===== src/rtl/uhost_irq_pkg.sv =====
package uhost_irq_pkg;

    localparam int STATUS_W         = 32;
    localparam int EVT_W            = 6;
    localparam int CLR_W            = EVT_W + 1;
    localparam int WAKE_BIT         = 6;
    localparam int PIPE_LSB         = 8;
    localparam int PIPE_MAX         = 8;
    localparam int DMA_LSB          = 25;
    localparam int DMA_MAX          = 7;
    localparam int RSVD_HI_W        = DMA_LSB - PIPE_LSB - PIPE_MAX;
    localparam int WAKE_SYNC_STAGES = 2;

    // Field order matches status bits 5 down to 0.
    typedef struct packed {
        logic sof;
        logic rsm_rx;
        logic rsm_tx;
        logic rst_sent;
        logic disc;
        logic conn;
    } evt_t;

    typedef struct packed {
        logic [DMA_MAX-1:0]   dma;
        logic [RSVD_HI_W-1:0] rsvd_hi;
        logic [PIPE_MAX-1:0]  pipe;
        logic                 rsvd_lo;
        logic                 wake;
        evt_t                 evt;
    } status_t;

    function automatic status_t build_status(
        input evt_t                e,
        input logic                w,
        input logic [PIPE_MAX-1:0] p,
        input logic [DMA_MAX-1:0]  d
    );
        status_t s;
        s.dma     = d;
        s.rsvd_hi = '0;
        s.pipe    = p;
        s.rsvd_lo = 1'b0;
        s.wake    = w;
        s.evt     = e;
        return s;
    endfunction

    function automatic logic wake_condition(
        input logic sof_on,
        input logic resume_seen,
        input logic disc_seen,
        input logic idle,
        input logic vbus_on
    );
        return (!sof_on && (resume_seen || disc_seen)) || (idle && !vbus_on);
    endfunction

endpackage


===== src/rtl/uhost_irq_evt_flags.sv =====
module uhost_irq_evt_flags
    import uhost_irq_pkg::*;
#(
    parameter int W = EVT_W
) (
    input  logic         clk,
    input  logic         rst,
    input  logic         hold,
    input  logic [W-1:0] set_v,
    input  logic [W-1:0] clr_v,
    output logic [W-1:0] flags
);

    for (genvar i = 0; i < W; i++) begin : g_flag
        logic q;
        always_ff @(posedge clk) begin
            if (rst) begin
                q <= 1'b0;
            end else if (!hold) begin
                if (set_v[i]) begin
                    q <= 1'b1;
                end else if (clr_v[i]) begin
                    q <= 1'b0;
                end
            end
        end
        assign flags[i] = q;
    end

endmodule


===== src/rtl/uhost_irq_wake_catch.sv =====
module uhost_irq_wake_catch
    import uhost_irq_pkg::*;
#(
    parameter int STAGES = WAKE_SYNC_STAGES
) (
    input  logic clk,
    input  logic rst,
    input  logic wake_req,
    input  logic clr,
    output logic wake_o
);

    logic              cap_q;
    logic [STAGES-1:0] sync_q;

    // Asynchronous set so the condition is held even with no clock activity.
    always_ff @(posedge clk or posedge wake_req) begin
        if (wake_req) begin
            cap_q <= 1'b1;
        end else if (rst) begin
            cap_q <= 1'b0;
        end else if (clr) begin
            cap_q <= 1'b0;
        end
    end

    always_ff @(posedge clk) begin
        if (rst) begin
            sync_q <= '0;
        end else begin
            sync_q <= {sync_q[STAGES-2:0], cap_q};
        end
    end

    assign wake_o = sync_q[STAGES-1];

endmodule


===== src/rtl/uhost_irq_merge.sv =====
module uhost_irq_merge
    import uhost_irq_pkg::*;
#(
    parameter int NUM_PIPES = PIPE_MAX,
    parameter int NUM_DMA   = DMA_MAX
) (
    input  evt_t                 evt,
    input  logic                 wake,
    input  logic [NUM_PIPES-1:0] pipe_lvl,
    input  logic [NUM_DMA-1:0]   dma_lvl,
    input  logic [STATUS_W-1:0]  en,
    output logic [STATUS_W-1:0]  status,
    output logic                 irq
);

    logic [PIPE_MAX-1:0] pipe_ext;
    logic [DMA_MAX-1:0]  dma_ext;
    status_t             word;
    logic [STATUS_W-1:0] pend;

    always_comb begin
        pipe_ext                = '0;
        pipe_ext[NUM_PIPES-1:0] = pipe_lvl;
        dma_ext                 = '0;
        dma_ext[NUM_DMA-1:0]    = dma_lvl;
    end

    always_comb begin
        word = build_status(evt, wake, pipe_ext, dma_ext);
    end

    assign status = word;
    assign pend   = status & en;
    assign irq    = |pend;

endmodule


===== src/rtl/uhost_irq_agg.sv =====
module uhost_irq_agg
    import uhost_irq_pkg::*;
#(
    parameter int NUM_PIPES = PIPE_MAX,
    parameter int NUM_DMA   = DMA_MAX
) (
    input  logic                 clk,
    input  logic                 rst,
    input  logic                 frz_clk,
    input  logic                 sof_en,
    input  logic                 idle_st,
    input  logic                 vbus_req,
    input  logic                 low_speed,
    input  logic                 ev_sof,
    input  logic                 ev_keepalive,
    input  logic                 ev_rsm_rx,
    input  logic                 ev_rsm_tx,
    input  logic                 ev_rst_sent,
    input  logic                 ev_conn,
    input  logic                 ev_disc,
    input  logic [NUM_PIPES-1:0] pipe_irq,
    input  logic [NUM_DMA-1:0]   dma_irq,
    input  logic                 clr_wr,
    input  logic [CLR_W-1:0]     clr_data,
    input  logic [STATUS_W-1:0]  irq_en,
    output logic [STATUS_W-1:0]  status,
    output logic                 irq
);

    evt_t             set_e;
    logic [EVT_W-1:0] clr_v;
    logic [EVT_W-1:0] flag_v;
    evt_t             flag_e;
    logic             wake_req;
    logic             wake_clr;
    logic             wake_s;

    always_comb begin
        set_e.sof      = ev_sof | (low_speed & ev_keepalive);
        set_e.rsm_rx   = ev_rsm_rx;
        set_e.rsm_tx   = ev_rsm_tx;
        set_e.rst_sent = ev_rst_sent;
        set_e.disc     = ev_disc;
        set_e.conn     = ev_conn;
    end

    assign clr_v    = {EVT_W{clr_wr}} & clr_data[EVT_W-1:0];
    assign wake_req = wake_condition(sof_en, ev_rsm_rx, ev_disc, idle_st, vbus_req);
    assign wake_clr = clr_wr & clr_data[WAKE_BIT];

    uhost_irq_evt_flags #(
        .W(EVT_W)
    ) u_flags (
        .clk  (clk),
        .rst  (rst),
        .hold (frz_clk),
        .set_v(set_e),
        .clr_v(clr_v),
        .flags(flag_v)
    );

    assign flag_e = evt_t'(flag_v);

    uhost_irq_wake_catch #(
        .STAGES(WAKE_SYNC_STAGES)
    ) u_wake (
        .clk     (clk),
        .rst     (rst),
        .wake_req(wake_req),
        .clr     (wake_clr),
        .wake_o  (wake_s)
    );

    uhost_irq_merge #(
        .NUM_PIPES(NUM_PIPES),
        .NUM_DMA  (NUM_DMA)
    ) u_merge (
        .evt     (flag_e),
        .wake    (wake_s),
        .pipe_lvl(pipe_irq),
        .dma_lvl (dma_irq),
        .en      (irq_en),
        .status  (status),
        .irq     (irq)
    );

endmodule


===== config.mk =====
export PLATFORM = sky130hd
export DESIGN_NAME = uhost_irq_agg
export DESIGN_NICKNAME = d
export VERILOG_FILES = /design/src/rtl/uhost_irq_pkg.sv /design/src/rtl/uhost_irq_evt_flags.sv /design/src/rtl/uhost_irq_wake_catch.sv /design/src/rtl/uhost_irq_merge.sv /design/src/rtl/uhost_irq_agg.sv
export SDC_FILE = /design/constraint.sdc
export NUM_CORES = 1
export LEC_CHECK = 0
export ABC_AREA = 1
export BUFFER_PORTS_ARGS = -buffer_cell sky130_fd_sc_hd__buf_2
export CORE_UTILIZATION = 31
export CTS_CLUSTER_DIAMETER = 80
export DETAILED_ROUTE_END_ITERATION = 10
export HOLD_SLACK_MARGIN = 0.02
export PLACE_DENSITY = 0.79
export SLEW_MARGIN = 20
export SYNTH_ARGS = -nofsm -noshare
export SYNTH_HDL_FRONTEND = slang
export SYNTH_SLANG_ARGS = --single-unit

===== constraint.sdc =====
create_clock -name clk -period 1 [get_ports clk]
set_clock_uncertainty 0.1 [all_clocks]
set_input_delay 0 -clock clk [delete_from_list [all_inputs] [get_ports clk]]
set_output_delay 0 -clock clk [all_outputs]
set_load 0.01 [all_outputs]

==> impl_results.md <==
- Placed cell area: roughly 1000 um^2
- Ys Warns: 0
- Final worst slack: -0.207 ns
- Clock Tree Buf Depth: 2
- Initial antenna violation count: 0
- First-pass GRT wire length: approximately 3.5 mm
- Maximum number of pins on one net before global-route repair: 13
- Setup crit start kind: flip-flop
- Num rows: 17
- Post-Synthesis Cells: 120
- Crit-path slowest cell: dfxtp_2
- Synthesis-to-finish area growth: 62.9%
- HP Start: dma_irq[6]
- Count of cell types in the netlist: 17
- Residual DRC: 0
- Largest area contributor in the netlist: buf_4
- Max-cap viol count: 0
- Tcrit/Tclk final: 121%
- Clock latency at the later pin of the worst-skew pair: between 0.2 and 0.3 ns
- Routed wire length: 2.35 mm
- Area of the mapped netlist: 792 um^2
- RSZ-0062 raised after global routing: true
- Status: finished with violations
- Post-synthesis sequential element count: 9
- Die H: between 50 and 60 um
- Clock transition at the registers of the reported paths: 0.06 ns
- Power per cell area: roughly 840 nW/um^2
- Core area: ~2300 um^2
- Routed Antenna Nets: 0
- Detailed Place HPWL: around 1.5 mm
- Initial Util: about a third
- Worst hold endpoint: status[31]
- HP Class: primary input to output port
- CP Cell Sequence: nand2_1 -> nand2_1 -> nor2_1 -> nand2_1 -> nor2_1 -> nand2_1 -> buf_2
- CP required: roughly 0.90 ns
- Drt initial violations: 10
- Vias in the first global route: between 800 and 900
- Total grt overflow: 0
- CTS Sinks: 9
- Max incr delay on CP: between 0.3 and 0.4 ns
- R2R cell count: 3
- Flop2flop setup slack: -0.02 ns
- Crit path time final: 1.21 ns
- Post-layout instance area: about 1300 um^2
- Leak: between 0.7 and 0.8 nW
- Hold Path Depth: 2
- Setup violators final: 2
- Pre-antenna DRT Iters: 4
- CTS tree: done
- Fmax: slightly above 800 MHz
- Detailed-route via count: between 900 and 1000
- Crit Reg-Reg Startpoint: u_wake.cap_q
- Root Driver: clkbuf_4
- Reg-to-reg endpoint: u_wake.cap_q
- Fraction of final layout cells sized beyond drive strength 1: about 50%
- Final Hold Viols: 0
- Vias per cell: 4.13
- Num CTS Buffers: 3
- Failing checks: negative setup slack
- Peak supply drop: between 0.7 and 0.8 mV
- Sequential area share after synthesis: about a quarter
- Nets: around 280
- Die area: ~2800 um^2
- CP arrival: approximately 1.1 ns
- I/O pin total: around 100
- Port Buf Inserts: between 80 and 90
- Place WS: between 0.04 and 0.05 ns
- Die Wd: 52.5 um
- Diodes inserted: 0
- Post-synth top area share: a little under a third
- Avg Cell Area, Syn: roughly 6.6 um^2
- Total Power: 1.08 mW
- Fin Hold WS: 0.0981 ns
- H-tree depth: 1
- Crit Path Category: flip-flop to output port
- GR Util All Layers: about 17%
- CP Capture Type: output port
- Top cells by area, synth: buf_4 (30%), nand2_1 (21%), dfxtp_1 (20%)
- Fin. max-slew vios: 0
- Routed len/inst: around 10 um
- CP dominant cell by count: nand2_1
- GPL Wtd Cong: between 0.6 and 0.7
- CP max FO: 3
-- synth_stat cells (all sizes together) --
library cell / count
a21boi: 1
a21oi: 7
buf: 34
conb: 1
dfstp: 1
dfxtp: 8
inv: 6
nand2: 44
nand3: 6
nand4: 2
nor2: 9
o21ai: 1
-- through the flow --
step	util, %	instances	setup TNS, ns
4_1_cts	54.2	231	-0.225
2_1_floorplan	-	129	0
6_report	55.6	234	-0.225
3_3_place_gp	43.6	205	0
3_5_place_dp	43.6	205	0
5_1_grt	55.6	234	-0.415
-- power by group --
group,switching (mW),total [mW],internal [mW]
Sequential,0.0112,0.389,0.378
Combinational,0.179,0.395,0.216
Clock,0.141,0.296,0.155
-- per-layer routing --
metal / wire [um] / vias up / share of wire (%) / track usage, %
li1: - / 504 / - / -
met1: 753 / 400 / 32 / 15.8
met2: 1340 / 57 / 57 / 35.4
met3: 209 / 5 / 8.9 / 3.48
met4: 41 / 0 / 1.7 / 8.77
met5: 0 / - / 0 / 0
-- cells by family (layout without fill, tap and decap cells) --
group	count (synthesis)	after routing	share of synthesized area [%]
AOI/OAI and AO/OA	9	9	7.90
buffers and inverters	40	117	36.0
other	1	10	0.473
and+or+nand+nor	61	61	32.1
DFF	9	9	23.5
-- sequential cells by signal, indices dropped and copies added, names as in the netlist --
signal,cells
u_flags.g_flag.q,6
u_wake.sync_q,2
u_wake.cap_q,1
-- worst max-delay path by stage --
stage	slack [ns]	end	cells past startpoint	startpoint
finish	-0.21	irq	7	u_flags.g_flag[1].q
global route	-0.35	irq	7	u_flags.g_flag[1].q
CTS	-0.23	irq	7	u_wake.sync_q[1]
detailed placement	0.05	u_wake.cap_q	3	u_wake.cap_q
global placement	0.06	u_wake.cap_q	3	u_wake.cap_q
floorplan	0.08	u_wake.cap_q	3	u_wake.cap_q
-- cell type report --
| class | count | area, um^2 |
|---|---|---|
| inverters | 6 | 27.5 |
| well taps | 28 | 35.0 |
| clock buffers | 4 | 26.3 |
| repair buffers | 106 | 648 |
| fillers | 246 | 1030 |
| multi-input cells | 80 | 358 |
| repair inverters | 1 | 5.00 |
| flip-flops and latches | 9 | 190 |
-- layout by cell type (no fill, tap or decap), types with 4 or more instances in the layout --
master	count
conb_1	10
nand3_1	5
nor2_1	8
a21oi_2	4
dlygate4sd3_1	21
buf_4	5
inv_1	4
dfxtp_1	5
buf_2	80
nand2_1	44
-- critical path, delay by kind of cell, from the launching register on --
family	cells	cell delay (ns)
buffers and inverters	1	0.13
DFF	1	0.33
and+or+nand+nor	6	0.39
-- timing repair --
item                                   CTS  global route
setup buffers                            1             2
setup endpoints to repair                1             9
hold buffers                            21             0
gates resized for setup                  2             7
pin swaps                                1             3
endpoints found under the hold margin   10             0
cloned                                   0             1
Note: power is estimated with default switching activity, not from simulation.
